$ cat src/rtl/lsg_pkg.sv
package lsg_pkg;

  // Strobes issued by the control FSM to the datapath
  typedef struct packed {
    logic flush;     // clear synchroniser, timer and data registers
    logic timerClr;  // hold the silence timer at zero
  } dpStrobe_t;

  typedef enum logic [1:0] {
    ST_DOWN  = 2'd0,
    ST_ARMED = 2'd1,
    ST_UP    = 2'd2
  } linkState_t;

endpackage

$ cat src/rtl/lsg_datapath.sv
module lsg_datapath
  import lsg_pkg::*;
#(
  parameter int DATA_W  = 24,
  parameter int CTL_W   = 4,
  parameter int TIMEOUT = 1 << 20,
  parameter int SYNC_STAGES = 2
) (
  input  logic              clk,
  input  logic              rst_n,
  input  dpStrobe_t         strobe,
  input  logic              deIn,
  input  logic [DATA_W-1:0] dataIn,
  input  logic [CTL_W-1:0]  ctlIn,
  output logic              edgeSeen,
  output logic              timedOut,
  output logic [DATA_W-1:0] dataReg,
  output logic [CTL_W-1:0]  ctlReg
);

  localparam int TW = $clog2(TIMEOUT + 1);
  localparam logic [TW-1:0] T_LIMIT = TW'(TIMEOUT);

  logic [SYNC_STAGES-1:0] syncChain;
  logic                   deLast;
  logic [TW-1:0]          silenceCnt;

  // Synchroniser chain into the reference domain
  genvar g;
  generate
    for (g = 0; g < SYNC_STAGES; g++) begin : gSync
      if (g == 0) begin : gFirst
        always_ff @(posedge clk or negedge rst_n) begin
          if (!rst_n)            syncChain[0] <= 1'b0;
          else if (strobe.flush) syncChain[0] <= 1'b0;
          else                   syncChain[0] <= deIn;
        end
      end else begin : gRest
        always_ff @(posedge clk or negedge rst_n) begin
          if (!rst_n)            syncChain[g] <= 1'b0;
          else if (strobe.flush) syncChain[g] <= 1'b0;
          else                   syncChain[g] <= syncChain[g-1];
        end
      end
    end
  endgenerate

  always_ff @(posedge clk or negedge rst_n) begin
    if (!rst_n)            deLast <= 1'b0;
    else if (strobe.flush) deLast <= 1'b0;
    else                   deLast <= syncChain[SYNC_STAGES-1];
  end

  assign edgeSeen = syncChain[SYNC_STAGES-1] & ~deLast;

  // Silence timer: cycles since last rising edge, saturating at the limit
  always_ff @(posedge clk or negedge rst_n) begin
    if (!rst_n)                                          silenceCnt <= '0;
    else if (strobe.flush || strobe.timerClr || edgeSeen) silenceCnt <= '0;
    else if (silenceCnt != T_LIMIT)                      silenceCnt <= silenceCnt + 1'b1;
  end

  assign timedOut = (silenceCnt == T_LIMIT);

  // Output data registers; inputs ignored while flushed
  always_ff @(posedge clk or negedge rst_n) begin
    if (!rst_n) begin
      dataReg <= '0;
      ctlReg  <= '0;
    end else if (strobe.flush) begin
      dataReg <= '0;
      ctlReg  <= '0;
    end else begin
      dataReg <= dataIn;
      ctlReg  <= ctlIn;
    end
  end

  // the timer never overruns its limit
  assert_timer_bound_R3: assert property (@(posedge clk) disable iff (!rst_n)
    silenceCnt <= T_LIMIT);

  // flushed registers show zero on the following cycle
  assert_flush_clears_R6: assert property (@(posedge clk) disable iff (!rst_n)
    strobe.flush |=> (dataReg == '0) && (ctlReg == '0) && !edgeSeen);

endmodule

$ cat src/rtl/lsg_control.sv
module lsg_control
  import lsg_pkg::*;
#(
  parameter int EDGES_NEEDED = 2
) (
  input  logic      clk,
  input  logic      rst_n,
  input  logic      pdAllN,
  input  logic      edgeSeen,
  input  logic      timedOut,
  input  logic      isMaster,
  input  logic      peerSync,
  output dpStrobe_t strobe,
  output logic      linkLive,
  output logic      dualMode
);

  localparam int EW = $clog2(EDGES_NEEDED + 1);
  localparam logic [EW-1:0] E_LAST = EW'(EDGES_NEEDED - 1);

  linkState_t state, stateNx;
  logic [EW-1:0] edgeCnt, edgeCntNx;
  logic sleep;

  assign sleep = !pdAllN;

  always_comb begin
    stateNx   = state;
    edgeCntNx = edgeCnt;
    case (state)
      ST_DOWN: begin
        if (edgeSeen) begin
          edgeCntNx = EW'(1);
          stateNx   = (EDGES_NEEDED <= 1) ? ST_UP : ST_ARMED;
        end
      end
      ST_ARMED: begin
        if (edgeSeen) begin
          if (edgeCnt >= E_LAST) begin
            stateNx   = ST_UP;
            edgeCntNx = '0;
          end else begin
            edgeCntNx = edgeCnt + 1'b1;
          end
        end else if (timedOut) begin
          stateNx   = ST_DOWN;
          edgeCntNx = '0;
        end
      end
      ST_UP: begin
        if (timedOut && !edgeSeen) begin
          stateNx   = ST_DOWN;
          edgeCntNx = '0;
        end
      end
      default: begin
        stateNx   = ST_DOWN;
        edgeCntNx = '0;
      end
    endcase
  end

  always_ff @(posedge clk or negedge rst_n) begin
    if (!rst_n) begin
      state   <= ST_DOWN;
      edgeCnt <= '0;
    end else if (sleep) begin
      state   <= ST_DOWN;
      edgeCnt <= '0;
    end else begin
      state   <= stateNx;
      edgeCnt <= edgeCntNx;
    end
  end

  always_comb begin
    strobe.flush    = sleep;
    strobe.timerClr = (state == ST_DOWN);
  end

  assign linkLive = (state == ST_UP);
  assign dualMode = isMaster ? peerSync : 1'b1;

  // the flag only rises on a cycle that followed a detected edge
  assert_live_needs_edge_R2: assert property (@(posedge clk) disable iff (!rst_n)
    $rose(linkLive) |-> $past(edgeSeen));

  // silence past the window drops the flag
  assert_drop_on_silence_R3: assert property (@(posedge clk) disable iff (!rst_n)
    (linkLive && timedOut && !edgeSeen) |=> !linkLive);

  // waking from full power-down starts with the link down
  assert_wake_low_R7: assert property (@(posedge clk) disable iff (!rst_n)
    $rose(pdAllN) |-> !linkLive);

  // a slave always reports dual-link mode
  assert_slave_dual_R8: assert property (@(posedge clk) disable iff (!rst_n)
    !isMaster |-> dualMode);

endmodule

$ cat src/rtl/link_sense_gate.sv
module link_sense_gate
  import lsg_pkg::*;
#(
  parameter int DATA_W       = 24,
  parameter int CTL_W        = 4,
  parameter int CTL_KEEP     = 1,
  parameter int TIMEOUT      = 1 << 20,
  parameter int EDGES_NEEDED = 2
) (
  input  logic              clk,
  input  logic              rst_n,
  input  logic              deIn,
  input  logic              pdAllN,
  input  logic              pdOutN,
  input  logic              isMaster,
  input  logic              peerSync,
  input  logic [DATA_W-1:0] dataIn,
  input  logic [CTL_W-1:0]  ctlIn,
  output logic              syncDetect,
  output logic              syncOe,
  output logic              dualMode,
  output logic [DATA_W-1:0] dataOut,
  output logic [DATA_W-1:0] dataOe,
  output logic [CTL_W-1:0]  ctlOut,
  output logic [CTL_W-1:0]  ctlOe
);

  dpStrobe_t strobe;
  logic edgeSeen, timedOut, linkLive;
  logic pinsOn;

  lsg_control #(.EDGES_NEEDED(EDGES_NEEDED)) uCtrl (
    .clk      (clk),
    .rst_n    (rst_n),
    .pdAllN   (pdAllN),
    .edgeSeen (edgeSeen),
    .timedOut (timedOut),
    .isMaster (isMaster),
    .peerSync (peerSync),
    .strobe   (strobe),
    .linkLive (linkLive),
    .dualMode (dualMode)
  );

  lsg_datapath #(
    .DATA_W  (DATA_W),
    .CTL_W   (CTL_W),
    .TIMEOUT (TIMEOUT)
  ) uDp (
    .clk      (clk),
    .rst_n    (rst_n),
    .strobe   (strobe),
    .deIn     (deIn),
    .dataIn   (dataIn),
    .ctlIn    (ctlIn),
    .edgeSeen (edgeSeen),
    .timedOut (timedOut),
    .dataReg  (dataOut),
    .ctlReg   (ctlOut)
  );

  assign pinsOn     = pdAllN && pdOutN;
  assign syncDetect = linkLive;
  assign syncOe     = pdAllN;
  assign dataOe     = {DATA_W{pinsOn}};

  genvar c;
  generate
    for (c = 0; c < CTL_W; c++) begin : gCtlOe
      if (c == CTL_KEEP) begin : gKeep
        assign ctlOe[c] = pdAllN;
      end else begin : gGate
        assign ctlOe[c] = pinsOn;
      end
    end
  endgenerate

  // output-only power-down leaves the flag and the kept control line driven
  assert_keep_driven_R5: assert property (@(posedge clk) disable iff (!rst_n)
    (pdAllN && !pdOutN) |-> (syncOe && ctlOe[CTL_KEEP] && (dataOe == '0)));

  // full power-down silences every enable
  assert_full_off_R6: assert property (@(posedge clk) disable iff (!rst_n)
    !pdAllN |-> (!syncOe && (ctlOe == '0) && (dataOe == '0)));

endmodule

$ cat config.mk
export PLATFORM = sky130hd
export DESIGN_NAME = link_sense_gate
export DESIGN_NICKNAME = d
export VERILOG_FILES = /design/src/rtl/lsg_pkg.sv /design/src/rtl/lsg_datapath.sv /design/src/rtl/lsg_control.sv /design/src/rtl/link_sense_gate.sv
export SDC_FILE = /design/constraint.sdc
export NUM_CORES = 1
export LEC_CHECK = 0
export CORE_MARGIN = 2
export CORE_UTILIZATION = 41
export CTS_CLUSTER_DIAMETER = 150
export DETAILED_ROUTE_END_ITERATION = 12
export MAX_ROUTING_LAYER = met4
export PLACE_DENSITY = 0.83
export SETUP_SLACK_MARGIN = 0.2
export SLEW_MARGIN = 15
export SYNTH_ARGS = -nofsm -noshare
export SYNTH_HDL_FRONTEND = slang
export SYNTH_SLANG_ARGS = --single-unit
$ cat constraint.sdc
create_clock -name clk -period 1.9 [get_ports clk]
set_clock_uncertainty 0.2 [all_clocks]
set_input_delay 0.38 -clock clk [delete_from_list [all_inputs] [get_ports clk]]
set_output_delay 0.38 -clock clk [all_outputs]
set_load 0.1 [all_outputs]
==> summary.md <==
| Metric | Value |
|---|---|
| Routed WL | 10.4 mm |
| Outcome | complete, no violations |
| Placed cells | 394 |
| RD Place Congestion | 0.809 |
| Worst r2r dst | uCtrl.edgeCnt[0] |
| Die area | 7160 um2 |
| Critical path type | flip-flop to flip-flop |
| Pwr dens | 614 nW/um2 |
| Power, Total | 3.07 mW |
| Critical R2R Launch | uDp.silenceCnt[2] |
| Clock buffer depth | 2 |
| Clock Latency Late Sink | 0.33 ns |
| Reg clk slew, reported paths | 0.12 ns |
| First-pass GRT wire length | 14.4 mm |
| CP max stage delay | 0.53 ns |
| Syn Nets | 284 |
| Hold wc startpoint | pdAllN |
| Final Hold Fails | 0 |
| Hold Path Class | primary input to flip-flop |
| Total track usage | 27.6% |
| Fmax | 532 MHz |
| Final nets | 389 |
| Main synth FF type | dfrtp_1 |
| R2R setup slack | 0.02 ns |
| Crit path launch type | flip-flop |
| RSZ-0062 raised after global routing | true |
| Post-synth EDFFs | 0 |
| Hold depth | 3 |
| Post-synth top cells | dfrtp_1 (56), and2_1 (34), buf_4 (33) |
| # Max-Cap Violations | 0 |
| Leak | 2.19 nW |
| Largest net degree at the start of global routing | 42 |
| Ports | 94 |
| Tcrit/Tclk final | 99.0% |
| Fin. max-slew vios | 0 |
| Final setup viols | 0 |
| FF+latch count, synth | 56 |
| Inserted Clock Buffers | 5 |
| Syn-to-layout area delta | 87.5% |
| WP data required | 1.94 ns |
| Yosys warnings | 0 |
| Antenna violations before repair | 0 |
| Via-to-Cell Ratio | 5.65 |
| Antenna-violating nets left | 0 |
| DRT iter0 DRCs | 210 |
| FF-to-FF path depth | 4 |
| IR drop worst, VDD | 507 uV |
| Starting density of the core | 42.2% |
| Synth top area share | 52.6% |
| Ant diodes | 0 |
| Cells along the critical path | nor4b_4, nand3_4, nor3_4, mux2i_1 |
| Seq/Total Area, Yosys | 52.6% |
| CP endpoint kind | flip-flop |
| Number of global-route vias before repair | 2528 |
| H-tree lvl count | 2 |
| CTS tree | done |
| # rows | 29 |
| Mean post-synth cell area | 10.8 um2 |
| Fraction of registers with async set/reset | 100% |
| Share of cells above drive strength 1 | 44.9% |
| Clock root cell | clkbuf_8 |
| Synth area leader | dfrtp_1 |
| Critical path's slowest cell | dfrtp_1 |
| Synth cell types | 40 |
| Final HPWL from detailed placement | 4.94 mm |
| Worst Tran Pin Value | 0.441 ns |
| Port Buf Inserts | 93 |
| Core footprint | 6310 um2 |
| Worst-path fanout max | 6 |
| Via count | 2424 |
| Gr ovfl total | 0 |
| Die Ht | 84.6 um |
| Cells after Synth | 246 |
| # clock sinks | 56 |
| Drt first pass iters | 4 |
| Die X | 84.6 um |
| Drt wl/cell | 24.1 um |
| Top-count cell post-synth | dfrtp_1 |
| Minimum clock period | 1.88 ns |
| Max transition margin | 70.6% |
| Top post-synthesis cells by area | dfrtp_1 (53%), buf_4 (9.3%), and2_1 (8.0%) |
| DRC errors left | 0 |
| Hold path endpoint | uDp.dataReg[23] |
| Final Non-Filler Cells | 429 |
| Cell area after synthesis | 2670 um2 |
| Critical Path AT | 1.92 ns |
## kinds of logic after synthesis
group	count (synthesis)	share of synthesized area, %
simple gates	110	25.4
flops	56	52.6
buf+inv	44	11.1
compound gates	19	4.88
xor+xnor	13	4.27
fa+ha+maj	3	1.41
mux	1	0.375
## cells in the final DEF (no fill, tap or decap), drive strengths merged, types with 2 or more instances in the layout
cell type / netlist / routed
nor2: 17 / 17
o211ai: 5 / 5
nor2b: 2 / 2
nor4: 3 / 3
or4: 4 / 4
and2: 34 / 34
nor3: 5 / 5
a21oi: 3 / 3
inv: 5 / 6
buf: 34 / 105
nor4b: 2 / 2
xor2: 13 / 13
ha: 3 / 3
nand3: 8 / 8
nand2: 11 / 11
nand2b: 4 / 4
or3: 2 / 2
and3: 2 / 2
and4: 5 / 5
clkbuf: 5 / 5
nand4: 8 / 8
dfrtp: 56 / 56
clkdlybuf4s50: 0 / 29
o2111ai: 2 / 2
o21ai: 5 / 5
## worst max-delay path: cells and delay by family (launching register included)
family / cells / cell delay, ns
flip-flops: 1 / 0.53
multiplexers: 1 / 0.26
AND/OR/NAND/NOR: 3 / 0.81
## routing by layer
layer / wire, um / GRT usage, %
met5: 0 / -
met4: 470 / 9.96
met3: 628 / 7.47
met2: 5460 / 46.7
met1: 3800 / 31.6
## power breakdown
group | switching (mW) | internal, mW
combinational | 0.653 | 0.429
clock | 0.454 | 0.272
sequential | 0.0349 | 1.23
## cell type report
class                      instances  area (um2)
clock buffer                       5        68.8
clock inverter                     3        27.5
fill                             298        1320
inverter                           5        18.8
multi-input combinational        146        1170
sequential                        56        1410
tap                               77        96.3
timing repair buffer             137        2200
## sequential cells by signal, summed over array words and instances, names as in the netlist
name,cells
uDp.silenceCnt,21
uDp.ctlReg,4
uCtrl.edgeCnt,2
uCtrl.state,2
uDp.syncChain,2
uDp.deLast,1
uDp.dataReg,24
## per-stage QoR
stage,hold slack (ns),setup slack [ns],cell area (um2),setup TNS (ns),utilization (%)
after global routing,0.216,-0.0411,5000,-0.121,79.2
after floorplan,-0.116,0.0509,2760,0,-
after global placement,0.123,-0.231,4180,-7.07,66.2
after CTS,0.219,0.0730,4800,0,76.1
after detailed placement,0.134,-0.339,4180,-10.03,66.2
final,0.207,0.0188,5000,0,79.2
## worst max path at each step
stage | startpoint | endpoint | slack (ns) | cells after the start
3_3_place_gp | pdAllN | dataOe[4] | -0.23 | 4
2_1_floorplan | pdAllN | ctlOe[0] | 0.05 | 4
4_1_cts | uDp.silenceCnt[0] | uCtrl.edgeCnt[0] | 0.07 | 6
6_report | uDp.silenceCnt[2] | uCtrl.edgeCnt[0] | 0.02 | 4
5_1_grt | uDp.silenceCnt[0] | uCtrl.edgeCnt[0] | -0.04 | 6
3_5_place_dp | pdAllN | uCtrl.edgeCnt[0] | -0.34 | 6
## what timing repair did
| item | 4_1_cts | 5_1_grt |
|---|---|---|
| pin swaps | 7 | 16 |
| cloned | 3 | 0 |
| setup buffers | 17 | 6 |
| endpoints found under the setup margin | 49 | 48 |
| gates resized for setup | 65 | 33 |
| hold endpoints to repair | 15 | 0 |
| hold buffers | 1 | 0 |
Power figures use the tool's default switching activity.
